File: src/rtl/strap_pkg.sv
package strap_pkg;
  typedef enum logic [1:0] {
    ST_IDLE   = 2'd0,
    ST_SAMPLE = 2'd1,
    ST_RUN    = 2'd2
  } strapState_e;

  typedef struct packed {
    logic cntEn;
    logic capture;
    logic drvEn;
  } strapStrb_t;
endpackage

File: src/rtl/strap_ctrl.sv
module strap_ctrl
  import strap_pkg::*;
(
  input  logic       refClk,
  input  logic       pwrGood,
  input  logic       lastCycle,
  output strapStrb_t strb
);
  strapState_e state, stateNext;

  always_comb begin
    stateNext = state;
    unique case (state)
      ST_IDLE:   stateNext = ST_SAMPLE;
      ST_SAMPLE: if (lastCycle) stateNext = ST_RUN;
      ST_RUN:    stateNext = ST_RUN;
      default:   stateNext = ST_IDLE;
    endcase
  end

  always_ff @(posedge refClk or negedge pwrGood) begin
    if (!pwrGood) state <= ST_IDLE;
    else          state <= stateNext;
  end

  always_comb begin
    strb.cntEn   = (state == ST_SAMPLE);
    strb.capture = (state == ST_SAMPLE) && lastCycle;
    strb.drvEn   = (state == ST_RUN);
  end

  AST_RUN_STICKY: assert property (@(posedge refClk) disable iff (!pwrGood)
    state == ST_RUN |=> state == ST_RUN);
  AST_IDLE_BRIEF: assert property (@(posedge refClk) disable iff (!pwrGood)
    state == ST_IDLE |=> state == ST_SAMPLE);
endmodule

File: src/rtl/strap_dpath.sv
module strap_dpath
  import strap_pkg::*;
#(
  parameter int WIN_CYC = 16
) (
  input  logic       refClk,
  input  logic       pwrGood,
  input  strapStrb_t strb,
  input  logic       padIn,
  input  logic       fwdClk,
  output logic       lastCycle,
  output logic       padOut,
  output logic       padOe,
  output logic       cfgBit,
  output logic       cfgValid
);
  localparam int CNT_W = (WIN_CYC > 1) ? $clog2(WIN_CYC) : 1;
  localparam logic [CNT_W-1:0] LAST_CNT = CNT_W'(WIN_CYC - 1);

  logic [1:0]       padSync;
  logic [CNT_W-1:0] winCnt;

  initial begin
    assert (WIN_CYC >= 3)
      else $error("window must cover the synchronizer depth");
  end

  always_ff @(posedge refClk or negedge pwrGood) begin
    if (!pwrGood) padSync <= '0;
    else          padSync <= {padSync[0], padIn};
  end

  always_ff @(posedge refClk or negedge pwrGood) begin
    if (!pwrGood)        winCnt <= '0;
    else if (strb.cntEn) winCnt <= winCnt + 1'b1;
  end

  assign lastCycle = (winCnt == LAST_CNT);

  always_ff @(posedge refClk or negedge pwrGood) begin
    if (!pwrGood) begin
      cfgBit   <= 1'b0;
      cfgValid <= 1'b0;
    end else if (strb.capture) begin
      cfgBit   <= padSync[1];
      cfgValid <= 1'b1;
    end
  end

  assign padOe  = strb.drvEn;
  assign padOut = strb.drvEn & fwdClk;

  AST_CNT_BOUND: assert property (@(posedge refClk) disable iff (!pwrGood)
    winCnt <= LAST_CNT);
  AST_CAPTURE_ONCE: assert property (@(posedge refClk) disable iff (!pwrGood)
    strb.capture |-> !cfgValid);
  AST_BIT_FROZEN: assert property (@(posedge refClk) disable iff (!pwrGood)
    cfgValid |=> $stable(cfgBit) && cfgValid);
endmodule

File: src/rtl/strap_clk_pin.sv
module strap_clk_pin
  import strap_pkg::*;
#(
  parameter int REF_CLK_HZ = 50_000_000,
  parameter int WINDOW_US  = 2000
) (
  input  logic refClk,
  input  logic pwrGood,
  input  logic fwdClk,
  input  logic padIn,
  output logic padOut,
  output logic padOe,
  output logic cfgBit,
  output logic cfgValid
);
  localparam int WIN_CYC = (REF_CLK_HZ / 1_000_000) * WINDOW_US;

  strapStrb_t strb;
  logic       lastCycle;

  strap_ctrl u_ctrl (
    .refClk    (refClk),
    .pwrGood   (pwrGood),
    .lastCycle (lastCycle),
    .strb      (strb)
  );

  strap_dpath #(.WIN_CYC(WIN_CYC)) u_dpath (
    .refClk    (refClk),
    .pwrGood   (pwrGood),
    .strb      (strb),
    .padIn     (padIn),
    .fwdClk    (fwdClk),
    .lastCycle (lastCycle),
    .padOut    (padOut),
    .padOe     (padOe),
    .cfgBit    (cfgBit),
    .cfgValid  (cfgValid)
  );

  AST_OE_WITH_VALID: assert property (@(posedge refClk) disable iff (!pwrGood)
    padOe == cfgValid);
  AST_DRIVE_GATED: assert property (@(posedge refClk) disable iff (!pwrGood)
    !padOe |-> !padOut);
endmodule

File: config.mk
export PLATFORM = sky130hd
export DESIGN_NAME = strap_clk_pin
export DESIGN_NICKNAME = d
export VERILOG_FILES = /design/src/rtl/strap_pkg.sv /design/src/rtl/strap_ctrl.sv /design/src/rtl/strap_dpath.sv /design/src/rtl/strap_clk_pin.sv
export SDC_FILE = /design/constraint.sdc
export NUM_CORES = 1
export LEC_CHECK = 0
export ABC_CLOCK_PERIOD_IN_PS = 3300
export BUFFER_PORTS_ARGS = -buffer_cell sky130_fd_sc_hd__buf_2
export CAP_MARGIN = 20
export CELL_PAD_IN_SITES_DETAIL_PLACEMENT = 0
export CELL_PAD_IN_SITES_GLOBAL_PLACEMENT = 1
export CORE_MARGIN = 10
export CORE_UTILIZATION = 25
export DETAILED_ROUTE_END_ITERATION = 12
export PLACE_DENSITY_LB_ADDON = 0.1
export SLEW_MARGIN = 20
export SYNTH_ARGS = -nofsm -noshare
export SYNTH_HDL_FRONTEND = slang
export SYNTH_SLANG_ARGS = --single-unit
File: constraint.sdc
create_clock -name refClk -period 3.3 [get_ports refClk]
set_clock_uncertainty 0.15 [all_clocks]
set_input_delay 0.99 -clock refClk [delete_from_list [all_inputs] [get_ports refClk]]
set_output_delay 0.99 -clock refClk [all_outputs]
set_load 0.005 [all_outputs]
* After elaboration in Yosys (flattened, before gate mapping)
Index checks and enable logic that the tools add are counted.
** Cells by class
- Reduce and logical (&&, ||, !) cells :: 2
- Add/sub/neg operators :: 1
- Bitwise operators :: 1
- Equal/unequal tests :: 4
- Multiplexer cells :: 2
** Operators with widths (count)
- $add A17 B1 Y17 const B :: 1
- $eq A17 B17 Y1 const B :: 1
- $pmux W2 S3 :: 1
- $eq A2 B1 Y1 const B :: 1
- $eq A2 B2 Y1 const B :: 1
- $logic_not A2 Y1 :: 1
- $mux W2 :: 1
- $ne A2 B1 Y1 const B :: 1
- $and A1 B1 Y1 :: 1
- $logic_and A1 B1 Y1 :: 1
** Word-level totals
- Output and inout bits :: 4
- Flip-flop bits (word level) :: 23
- Logic and storage cells :: 15
- Bits of input ports :: 4

* Depth between registers and ports, before layout
Gate-level depths: netlist (run 1).
- Word-level depth :: 3
- Gate-level depth with buffers :: 7
- Depth with buffers taken out :: 6

* By module
Synthesis (run 1) repeated with hierarchy kept, for this count alone.
** Unflattened totals
- Cells, all modules :: 86
- Area, all modules :: 1086.0 sq um
** Modules (own cells, without submodules)
- strap_dpath :: area an instance 927.1 sq um, instances 1, cells each 74, sequential area each 525.5 sq um
- strap_ctrl :: area an instance 158.9 sq um, instances 1, cells each 12, sequential area each 50.0 sq um

* Worst setup path before layout (run 1)
Ideal clock, no wire load.
- Kind :: input to output
- Start point :: in fwdClk
- End point :: out padOut
- Stages :: 1
- Arrival :: 1133 ps
- Path buffers :: 0
- Required time :: 2160 ps
- Path slack :: 1027 ps
- Cell sequence :: and2_1
** Between the ends
- Longest elaborated chain between the ends :: 1
** Ends and longest elaborated chain
- start: declaration :: RTL line strap_clk_pin.sv:9 : input logic fwdClk,
- $and A1 B1 Y1 :: RTL line strap_dpath.sv:51 : assign padOut = strb.drvEn & fwdClk;
- end: declaration :: RTL line strap_clk_pin.sv:11 : output logic padOut,
No other way between the ends.

* Worst setup path in the final report (run 1)
Ends and elaborated chain as after synthesis.

==> results of run 1 <==
-- state kept, by name, indices dropped and copies added (netlist names) --
| signal | count |
|---|---|
| u_ctrl.state | 2 |
| u_dpath.cfgBit | 1 |
| u_dpath.winCnt | 17 |
| u_dpath.cfgValid | 1 |
| u_dpath.padSync | 2 |
-- cells in the mapped netlist --
cell      instances  area share
inv_1             3       0.011
or2b_1            1      0.0073
nand4_1           6       0.037
nor4_1            2       0.012
ha_1              4       0.049
xor2_1            8       0.068
dfrtp_1          23        0.56
nor3_1            4       0.020
or3_1             1      0.0061
and2_1            2       0.012
nand4b_1          1      0.0085
buf_2             1      0.0049
nand3_1           4       0.020
xnor2_1           8       0.068
and3_2            1      0.0073
nor4b_2           1       0.015
mux2_1            1       0.011
mux2_2            3       0.033
nor2_1            2      0.0073
or4_1             1      0.0073
nand2_1           7       0.026
o41ai_1           1      0.0085
-- power groups by stage --
stage	registers [µW]	logic, µW	clock network (µW)
floorplan	289	0.0113	0
global placement	289	7.59	0
detailed placement	289	7.80	0
CTS	283	7.81	185
global route	283	8.33	197
finish	283	6.91	171
-- routing by layer --
metal  part of all wire  vias up  GRT usage
met5                  0        -          0
met4              0.012        0     0.0228
met3              0.043        2     0.0244
met2               0.50       12     0.0947
met1               0.44      330     0.0674
li1                   -      316          -
-- cell type report --
| class | count | area (µm²) |
|---|---|---|
| Tap cell | 50 | 62.6 |
| Sequential cell | 23 | 576 |
| Timing Repair Buffer | 7 | 35.0 |
| Inverter | 3 | 11.3 |
| Multi-Input combinational cell | 58 | 433 |
| Clock buffer | 4 | 45.0 |
| Fill cell | 417 | 2810 |
-- per-stage QoR --
stage / util / instances / total power (µW)
3_3_place_gp: 0.281 / 141 / 296
5_1_grt: 0.293 / 145 / 489
4_1_cts: 0.293 / 145 / 476
2_1_floorplan: - / 85 / 289
6_report: 0.293 / 145 / 461
3_5_place_dp: 0.281 / 141 / 296
-- worst max-delay path, cell delays in order --
cell and delay [ps]:
buf_2 90, and2_1 130, buf_2 120
-- kinds of logic (layout without fill, tap and decap cells) --
logic type | after synthesis | after routing | synth area share
muxes | 4 | 4 | 0.0440
xor gates and xnor gates | 16 | 16 | 0.137
buffers and inverters | 4 | 14 | 0.0159
and+or+nand+nor | 33 | 33 | 0.184
AOI/OAI and AO/OA | 1 | 1 | 0.00855
adders and majority gates | 4 | 4 | 0.0488
DFF | 23 | 23 | 0.562
-- how the worst min path moves through the flow --
| stage | start | end | slack [ps] |
|---|---|---|---|
| 3_5_place_dp | u_dpath.padSync[0] | u_dpath.padSync[1] | 180 |
| 2_1_floorplan | u_dpath.padSync[0] | u_dpath.padSync[1] | 180 |
| 4_1_cts | u_dpath.padSync[0] | u_dpath.padSync[1] | 210 |
| 5_1_grt | u_dpath.padSync[0] | u_dpath.padSync[1] | 220 |
| 6_report | u_dpath.padSync[0] | u_dpath.padSync[1] | 200 |
| 3_3_place_gp | u_dpath.padSync[0] | u_dpath.padSync[1] | 190 |
==> impl_metrics.py, run 1 <==
metrics = {
    "run_status": {
        "status": "finished clean",
    },
    "final_layout": {
        "syn_to_final_growth_pct": 13.4,
        "fin_area_mm2": 0.00116,
        "layout.cells.most_common_list": "23 x dfrtp_1, 8 x xor2_1, 8 x xnor2_1",
        "final_common_cell": "dfrtp_1",
        "num_antenna_cells": 0,
        "drive_gt1_frac": 0.158,
        "layout.nets": 104,
    },
    "grt": {
        "first_global_vias": 705,
        "grt_first_pass_wirelength_mm": 3.42,
        "grt_max_degree": 24,
        "grt_use_total": 0.0590,
        "grt_overflow": 0,
        "antenna_found_initial": 0,
    },
    "clocking": {
        "insertion_delay_ps": 260,
        "post_cts_buffers": 0,
        "cts_buffers": 3,
        "ctsResizeCount": 0,
        "postCtsHoldBufs": 0,
        "cts_tree": "built",
        "clock_sinks": 23,
        "htreeDepth": 1,
        "clockRootBuffer": "clkbuf_8",
        "clkSlewWorstSetupHoldPaths_ps": 80,
        "clock_path_buffers": 2,
    },
    "run": {
        "cap_viol_max_count": 0,
    },
    "placed_design": {
        "place_area_mm2": 0.00112,
        "io_buffers": 7,
        "dpl.hpwl_mm": 1.42,
        "place_congestion": 0.710,
        "post-place-ws_ps": 821,
    },
    "sta": {
        "slew_viol_final": 0,
        "maxSlewHeadroom": 0.581,
        "period_share": 0.750,
        "period_minus_slack_ps": 2480,
        "finalSetupViolations": 0,
        "max_freq_mhz": 404,
        "finalHoldViolCount": 0,
        "worst_slew_pin_slew_ps": 623,
        "rsz0062_at_grt": "no",
        "tns_ps": 0,
        "whs_ps": 202,
        "setup_slack_ps": 825,
    },
    "pwr": {
        "power.density_mw_per_mm2": 397,
        "pwr-share-clk": 0.372,
        "p_leak_uw": 0.000550,
        "p_int_uw": 370,
        "switchingPower_uw": 91.2,
        "vdd.ir_drop.worst_uv": 160,
        "power_frac_seq": 0.613,
        "power_frac_comb": 0.015,
        "swShare": 0.198,
    },
    "synthesis": {
        "synth_warnings": 0,
        "syn-num-nets": 93,
        "ys_types": 22,
        "ys_seq_area_frac": 0.562,
        "syn_inst": 85,
        "ys_ff_latch": 23,
        "syn_avg_cell_area_um2": 12.1,
        "syn_area_mm2": 0.00102,
    },
    "critical_path": {
        "ff2ff_path_depth": 6,
        "cp_max_fo": 1,
        "crit_path_end_kind": "output port",
        "worst-setup-path-type": "in -> out",
        "cp.arrival_ps": 1340,
        "r2r-end": "u_dpath.winCnt[14]",
        "worstReg2RegStart": "u_ctrl.state[1]",
        "endpoint": "padOut",
        "cp-start-kind": "primary input",
        "ff2ff_setup_slack_ps": 1040,
        "crit_start": "fwdClk",
        "required_ps": 2160,
    },
    "floorplanning": {
        "die_area_mm2": 0.00706,
        "die_w_um": 84.0,
        "core_mm2": 0.00397,
        "rows": 23,
        "initial_utilization": 0.258,
        "pin_count": 8,
        "die_h_um": 84.0,
    },
    "detailed_routing": {
        "drc": 0,
        "wl_per_cell_um": 13.1,
        "routed_via_density": 4.55,
        "drtIter0Drc": 18,
        "ant_nets": 0,
        "route.vias.total": 660,
        "dr.pass1.iters": 4,
        "drt-total-wl_mm": 1.90,
    },
    "hold_path": {
        "whs_path_depth": 0,
        "hold_path_class": "reg -> reg",
    },
}
(Power assumes the default switching activity.)
==> run 2: changes to the inputs <==
Settings changed: ABC_CLOCK_PERIOD_IN_PS 3300 to 2300.
Clock period 3.3 ns to 2.3 ns, I/O delays scaled along.
==> run 2 against run 1 <==
Wire length increased by 2.4%. Worst setup slack worse by 580 ps. Sequential power grew 43%. Via count is 3.9% lower. Utilization grew 0.66 points. Count of clock-buffer cells in the layout is 1 lower. Critical path type is now reg -> reg. Largest cell class unchanged. Largest power group unchanged.
==> impl_metrics.py, run 2 (same netlist as run 1, synthesis figures left out) <==
metrics = {
    "sta": {
        "period_minus_slack_ps": 2060,
        "finalSetupViolations": 0,
        "finalHoldViolCount": 0,
        "tns_ps": 0,
        "setup_slack_ps": 243,
        "rsz0062_at_grt": "no",
        "maxSlewHeadroom": 0.653,
        "slew_viol_final": 0,
        "period_share": 0.894,
        "whs_ps": 208,
        "worst_slew_pin_slew_ps": 521,
        "max_freq_mhz": 486,
    },
    "detailed_routing": {
        "routed_via_density": 4.28,
        "wl_per_cell_um": 13.1,
        "drt-total-wl_mm": 1.94,
        "ant_nets": 0,
        "route.vias.total": 634,
        "dr.pass1.iters": 3,
        "drc": 0,
        "drtIter0Drc": 28,
    },
    "clocking": {
        "cts_buffers": 3,
        "post_cts_buffers": 0,
        "htreeDepth": 1,
        "ctsResizeCount": 0,
        "clock_sinks": 23,
        "clockRootBuffer": "clkbuf_8",
        "postCtsHoldBufs": 0,
        "clock_path_buffers": 2,
        "insertion_delay_ps": 270,
        "cts_tree": "built",
        "clkSlewWorstSetupHoldPaths_ps": 90,
    },
    "floorplanning": {
        "die_w_um": 84.0,
        "rows": 23,
        "initial_utilization": 0.258,
        "die_h_um": 84.0,
        "pin_count": 8,
        "core_mm2": 0.00397,
        "die_area_mm2": 0.00706,
    },
    "pwr": {
        "vdd.ir_drop.worst_uv": 204,
        "power.density_mw_per_mm2": 570,
        "p_leak_uw": 0.000563,
    },
    "grt": {
        "grt_use_total": 0.0575,
        "grt_max_degree": 24,
        "grt_overflow": 0,
        "antenna_found_initial": 0,
        "grt_first_pass_wirelength_mm": 3.36,
        "first_global_vias": 682,
    },
    "hold_path": {
        "hold_path_class": "reg -> reg",
    },
    "final_layout": {
        "fin_util": 0.299,
        "seq_area_um2": 576,
        "reg_top3": "u_dpath.winCnt (17), u_ctrl.state (2), u_dpath.padSync (2)",
        "num-fill-cells": 419,
        "multi_input_area_um2": 433,
        "top_register": "u_dpath.winCnt",
        "layout.cells.most_common_list": "23 x dfrtp_1, 8 x xor2_1, 8 x xnor2_1",
        "num_antenna_cells": 0,
        "layout.nets": 107,
        "largest_register_ffs": 17,
        "drive_gt1_frac": 0.194,
        "final_common_cell": "dfrtp_1",
        "syn_to_final_growth_pct": 16.0,
    },
    "run": {
        "cap_viol_max_count": 0,
    },
    "critical_path": {
        "cp.arrival_ps": 2070,
        "cp-start-kind": "register",
        "worst-setup-path-type": "reg -> reg",
        "cp_max_fo": 4,
        "crit_path_end_kind": "register",
        "required_ps": 2310,
    },
    "run_status": {
        "status": "finished clean",
    },
    "placed_design": {
        "place_congestion": 0.650,
        "post-place-ws_ps": 236,
        "dpl.hpwl_mm": 1.43,
        "io_buffers": 7,
    },
}
-- run 2: layout make-up --
| class | instances | area share |
|---|---|---|
| sequential | 23 | 0.484 |
| multi-input combinational | 58 | 0.364 |
| tap | 50 | 0.0526 |
| timing repair buffer | 10 | 0.0484 |
| clock buffer | 3 | 0.0347 |
| inverter | 3 | 0.00947 |
| clock inverter | 1 | 0.00632 |
-- run 2: stage by stage --
stage	cells	instance area (µm²)	total power [µW]
6_report	148	1190	678
3_5_place_dp	144	1140	425
4_1_cts	148	1190	687
3_3_place_gp	144	1140	425
2_1_floorplan	85	1020	414
5_1_grt	148	1190	708
-- run 2: final timing paths --
| path | startpoint | end | slack (ps) | depth (start not counted) |
|---|---|---|---|---|
| max | u_dpath.winCnt[13] | u_dpath.cfgBit | 240 | 4 |
| min | u_dpath.padSync[0] | u_dpath.padSync[1] | 210 | 0 |
| max reg2reg | u_dpath.winCnt[13] | u_dpath.cfgBit | 240 | 4 |
| min reg2reg | u_dpath.padSync[0] | u_dpath.padSync[1] | 210 | 0 |
| max in group asynchronous | pwrGood | u_dpath.winCnt[7] | 1410 | 1 |
| min in group asynchronous | pwrGood | u_dpath.cfgValid | 230 | 1 |
-- run 2: routing by layer --
metal  up-vias  track usage  share of wire
met3         4       0.0117          0.017
met4         0       0.0320          0.019
met1       304       0.0751           0.51
li1        320            -              -
met5         -            0              0
met2         6       0.0851           0.45
-- run 2: power breakdown --
part,internal (µW),switching (µW)
Clock,123,139
Combinational,1.77,8.02
Sequential,406,0.364
-- run 2: critical path, stage by stage, from the launching register on --
cell      delay, ps
dfrtp_1         430
nor4b_2         290
nand4b_1        160
or4_1           590
mux2_1          330
==> run 3: changes to the inputs <==
Settings changed: SYNTH_HIERARCHICAL set to 1.
==> run 3 against run 2 <==
Non-clock buffer count down 2. Global-route usage down 0.075 points. Clock power down 6%. Via count up 0.32%. Synthesized area up 6.0%. Critical endpoint is now padOut. Largest cell class unchanged.
==> impl_metrics.py, run 3 <==
metrics = {
    "synthesis": {
        "syn_inst": 86,
        "yosysMostFrequentCell": "dfrtp_1",
        "synth_warnings": 6,
        "ys_ff_latch": 23,
        "syn_area_mm2": 0.00109,
        "syn-num-nets": 95,
        "synth-edff-count": 0,
        "syn_avg_cell_area_um2": 12.6,
        "netlist_top_cells_count": "23 x dfrtp_1, 12 x xnor2_1, 8 x nand2_1",
        "yosysTopAreaCellShare": 0.530,
        "synth_ff_type": "dfrtp_1",
        "yosysTopAreaCell": "dfrtp_1",
        "synth.area.top_cells": "dfrtp_1 53%, xnor2_1 9.7%, ha_1 5.8%, xor2_1 3.2%, nand4_1 2.9%",
        "ys_seq_area_frac": 0.530,
        "ys_types": 26,
        "async_flop_share": 1.00,
    },
    "final_layout": {
        "largest_register_ffs": 17,
        "layout.cells.most_common_list": "23 x dfrtp_1, 12 x xnor2_1, 8 x nand2_1",
        "num_antenna_cells": 0,
        "syn_to_final_growth_pct": 12.7,
        "final_common_cell": "dfrtp_1",
        "stdcell_count": 146,
        "fin_area_mm2": 0.00122,
        "num-fill-cells": 434,
        "drive_gt1_frac": 0.219,
        "reg_top3": "u_dpath/winCnt (17), u_ctrl/state (2), u_dpath/padSync (2)",
        "layout.nets": 106,
        "top_register": "u_dpath/winCnt",
    },
    "pwr": {
        "p_leak_uw": 0.000598,
        "power.density_mw_per_mm2": 542,
        "swShare": 0.199,
        "total_power_uw": 663,
        "p_int_uw": 531,
        "pwr-share-clk": 0.373,
        "switchingPower_uw": 132,
        "power_frac_seq": 0.612,
        "vdd.ir_drop.worst_uv": 192,
        "power_frac_comb": 0.015,
    },
    "critical_path": {
        "crit_path_end_kind": "output port",
        "cp.arrival_ps": 1200,
        "cp_max_fo": 4,
        "required_ps": 1460,
        "worst-setup-path-type": "reg -> out",
        "cp-start-kind": "register",
    },
    "sta": {
        "rsz0062_at_grt": "no",
        "max_freq_mhz": 490,
        "tns_ps": 0,
        "slew_viol_final": 0,
        "period_minus_slack_ps": 2040,
        "finalHoldViolCount": 0,
        "whs_ps": 211,
        "worst_slew_pin_slew_ps": 530,
        "maxSlewHeadroom": 0.646,
        "period_share": 0.887,
        "finalSetupViolations": 0,
    },
    "clocking": {
        "postCtsHoldBufs": 0,
        "clock_path_buffers": 2,
        "ctsResizeCount": 0,
        "clock_sinks": 23,
        "cts_buffers": 3,
        "clkSlewWorstSetupHoldPaths_ps": 80,
        "insertion_delay_ps": 260,
        "clockRootBuffer": "clkbuf_8",
        "htreeDepth": 1,
        "post_cts_buffers": 0,
        "cts_tree": "built",
    },
    "floorplanning": {
        "die_w_um": 85.9,
        "die_h_um": 85.9,
        "die_area_mm2": 0.00738,
        "rows": 23,
        "initial_utilization": 0.264,
        "pin_count": 8,
        "core_mm2": 0.00412,
    },
    "placed_design": {
        "place_area_mm2": 0.00118,
        "placed_cells": 142,
        "io_buffers": 7,
        "place_congestion": 0.653,
        "dpl.hpwl_mm": 1.41,
    },
    "detailed_routing": {
        "wl_per_cell_um": 13.2,
        "route.vias.total": 636,
        "routed_via_density": 4.36,
        "dr.pass1.iters": 2,
        "ant_nets": 0,
        "drt-total-wl_mm": 1.92,
        "drc": 0,
        "drtIter0Drc": 18,
    },
    "grt": {
        "first_global_vias": 702,
        "grt_use_total": 0.0568,
        "grt_overflow": 0,
        "antenna_found_initial": 0,
        "grt_max_degree": 24,
        "grt_first_pass_wirelength_mm": 3.35,
    },
    "hold_path": {
        "hold_path_class": "reg -> reg",
    },
    "run": {
        "cap_viol_max_count": 0,
    },
    "run_status": {
        "status": "finished clean",
    },
}
run 3: cell types whose count changed after synthesis, sizes merged, moves of 2 or more:
cell and delta:
and4 +2, nand2 +2, xnor2 +4, xor2 -4
run 3: power groups by stage:
| stage | Combinational, µW | Sequential [µW] | Clock [µW] |
|---|---|---|---|
| 6_report | 9.88 | 406 | 247 |
| 5_1_grt | 12.0 | 407 | 277 |
| 4_1_cts | 10.8 | 406 | 263 |
| 3_5_place_dp | 10.9 | 414 | 0 |
| 3_3_place_gp | 10.9 | 414 | 0 |
| 2_1_floorplan | 0.0281 | 414 | 0 |
run 3: final cells by class:
cell class	count	area [µm²]	area share
flip-flops and latches	23	576	0.470
multi-input cells	59	490	0.401
well taps	50	62.6	0.0511
clock buffers	4	45.0	0.0368
repair buffers	8	42.5	0.0348
inverters	2	7.51	0.00613
run 3: cell families (layout without fill, tap and decap cells):
family        after synthesis  in the layout  share of synthesized area
flops                      23             23                      0.530
buf+inv                     4             14                     0.0184
xor+xnor                   16             16                      0.129
fa+ha+maj                   5              5                     0.0576
simple gates               34             34                      0.217
mux                         4              4                     0.0484
run 3: worst paths after layout:
kind / start / to / slack [ps] / cells after the start
max in group asynchronous: pwrGood / u_dpath/winCnt[11] / 1400 / 1
setup reg to reg: u_dpath/winCnt[0] / u_dpath/cfgBit / 460 / 5
min in group asynchronous: pwrGood / u_dpath/padSync[1] / 250 / 1
setup / recovery: u_ctrl/state[0] / padOut / 260 / 4
hold reg to reg: u_dpath/padSync[0] / u_dpath/padSync[1] / 210 / 0
hold / removal: u_dpath/padSync[0] / u_dpath/padSync[1] / 210 / 0
run 3: worst max-delay path: stages (launching register included):
cell and delay (ps):
dfrtp_1 390, inv_1 80, ha_1 200, and2_1 140, buf_2 120
run 3: layer usage:
metal  wire length [µm]  vias up  GRT usage
li1                   -      315          -
met1                941      312     0.0684
met2                857        7     0.0879
met3                 99        2     0.0284
met4                 23        0     0.0135
met5                  0        -          0
run 3: per-stage QoR:
stage               setup slack (ps)  utilization
finish                           260        0.297
global route                     171        0.297
detailed placement               428        0.286
CTS                              242        0.297
floorplan                        570            -
global placement                 441        0.286
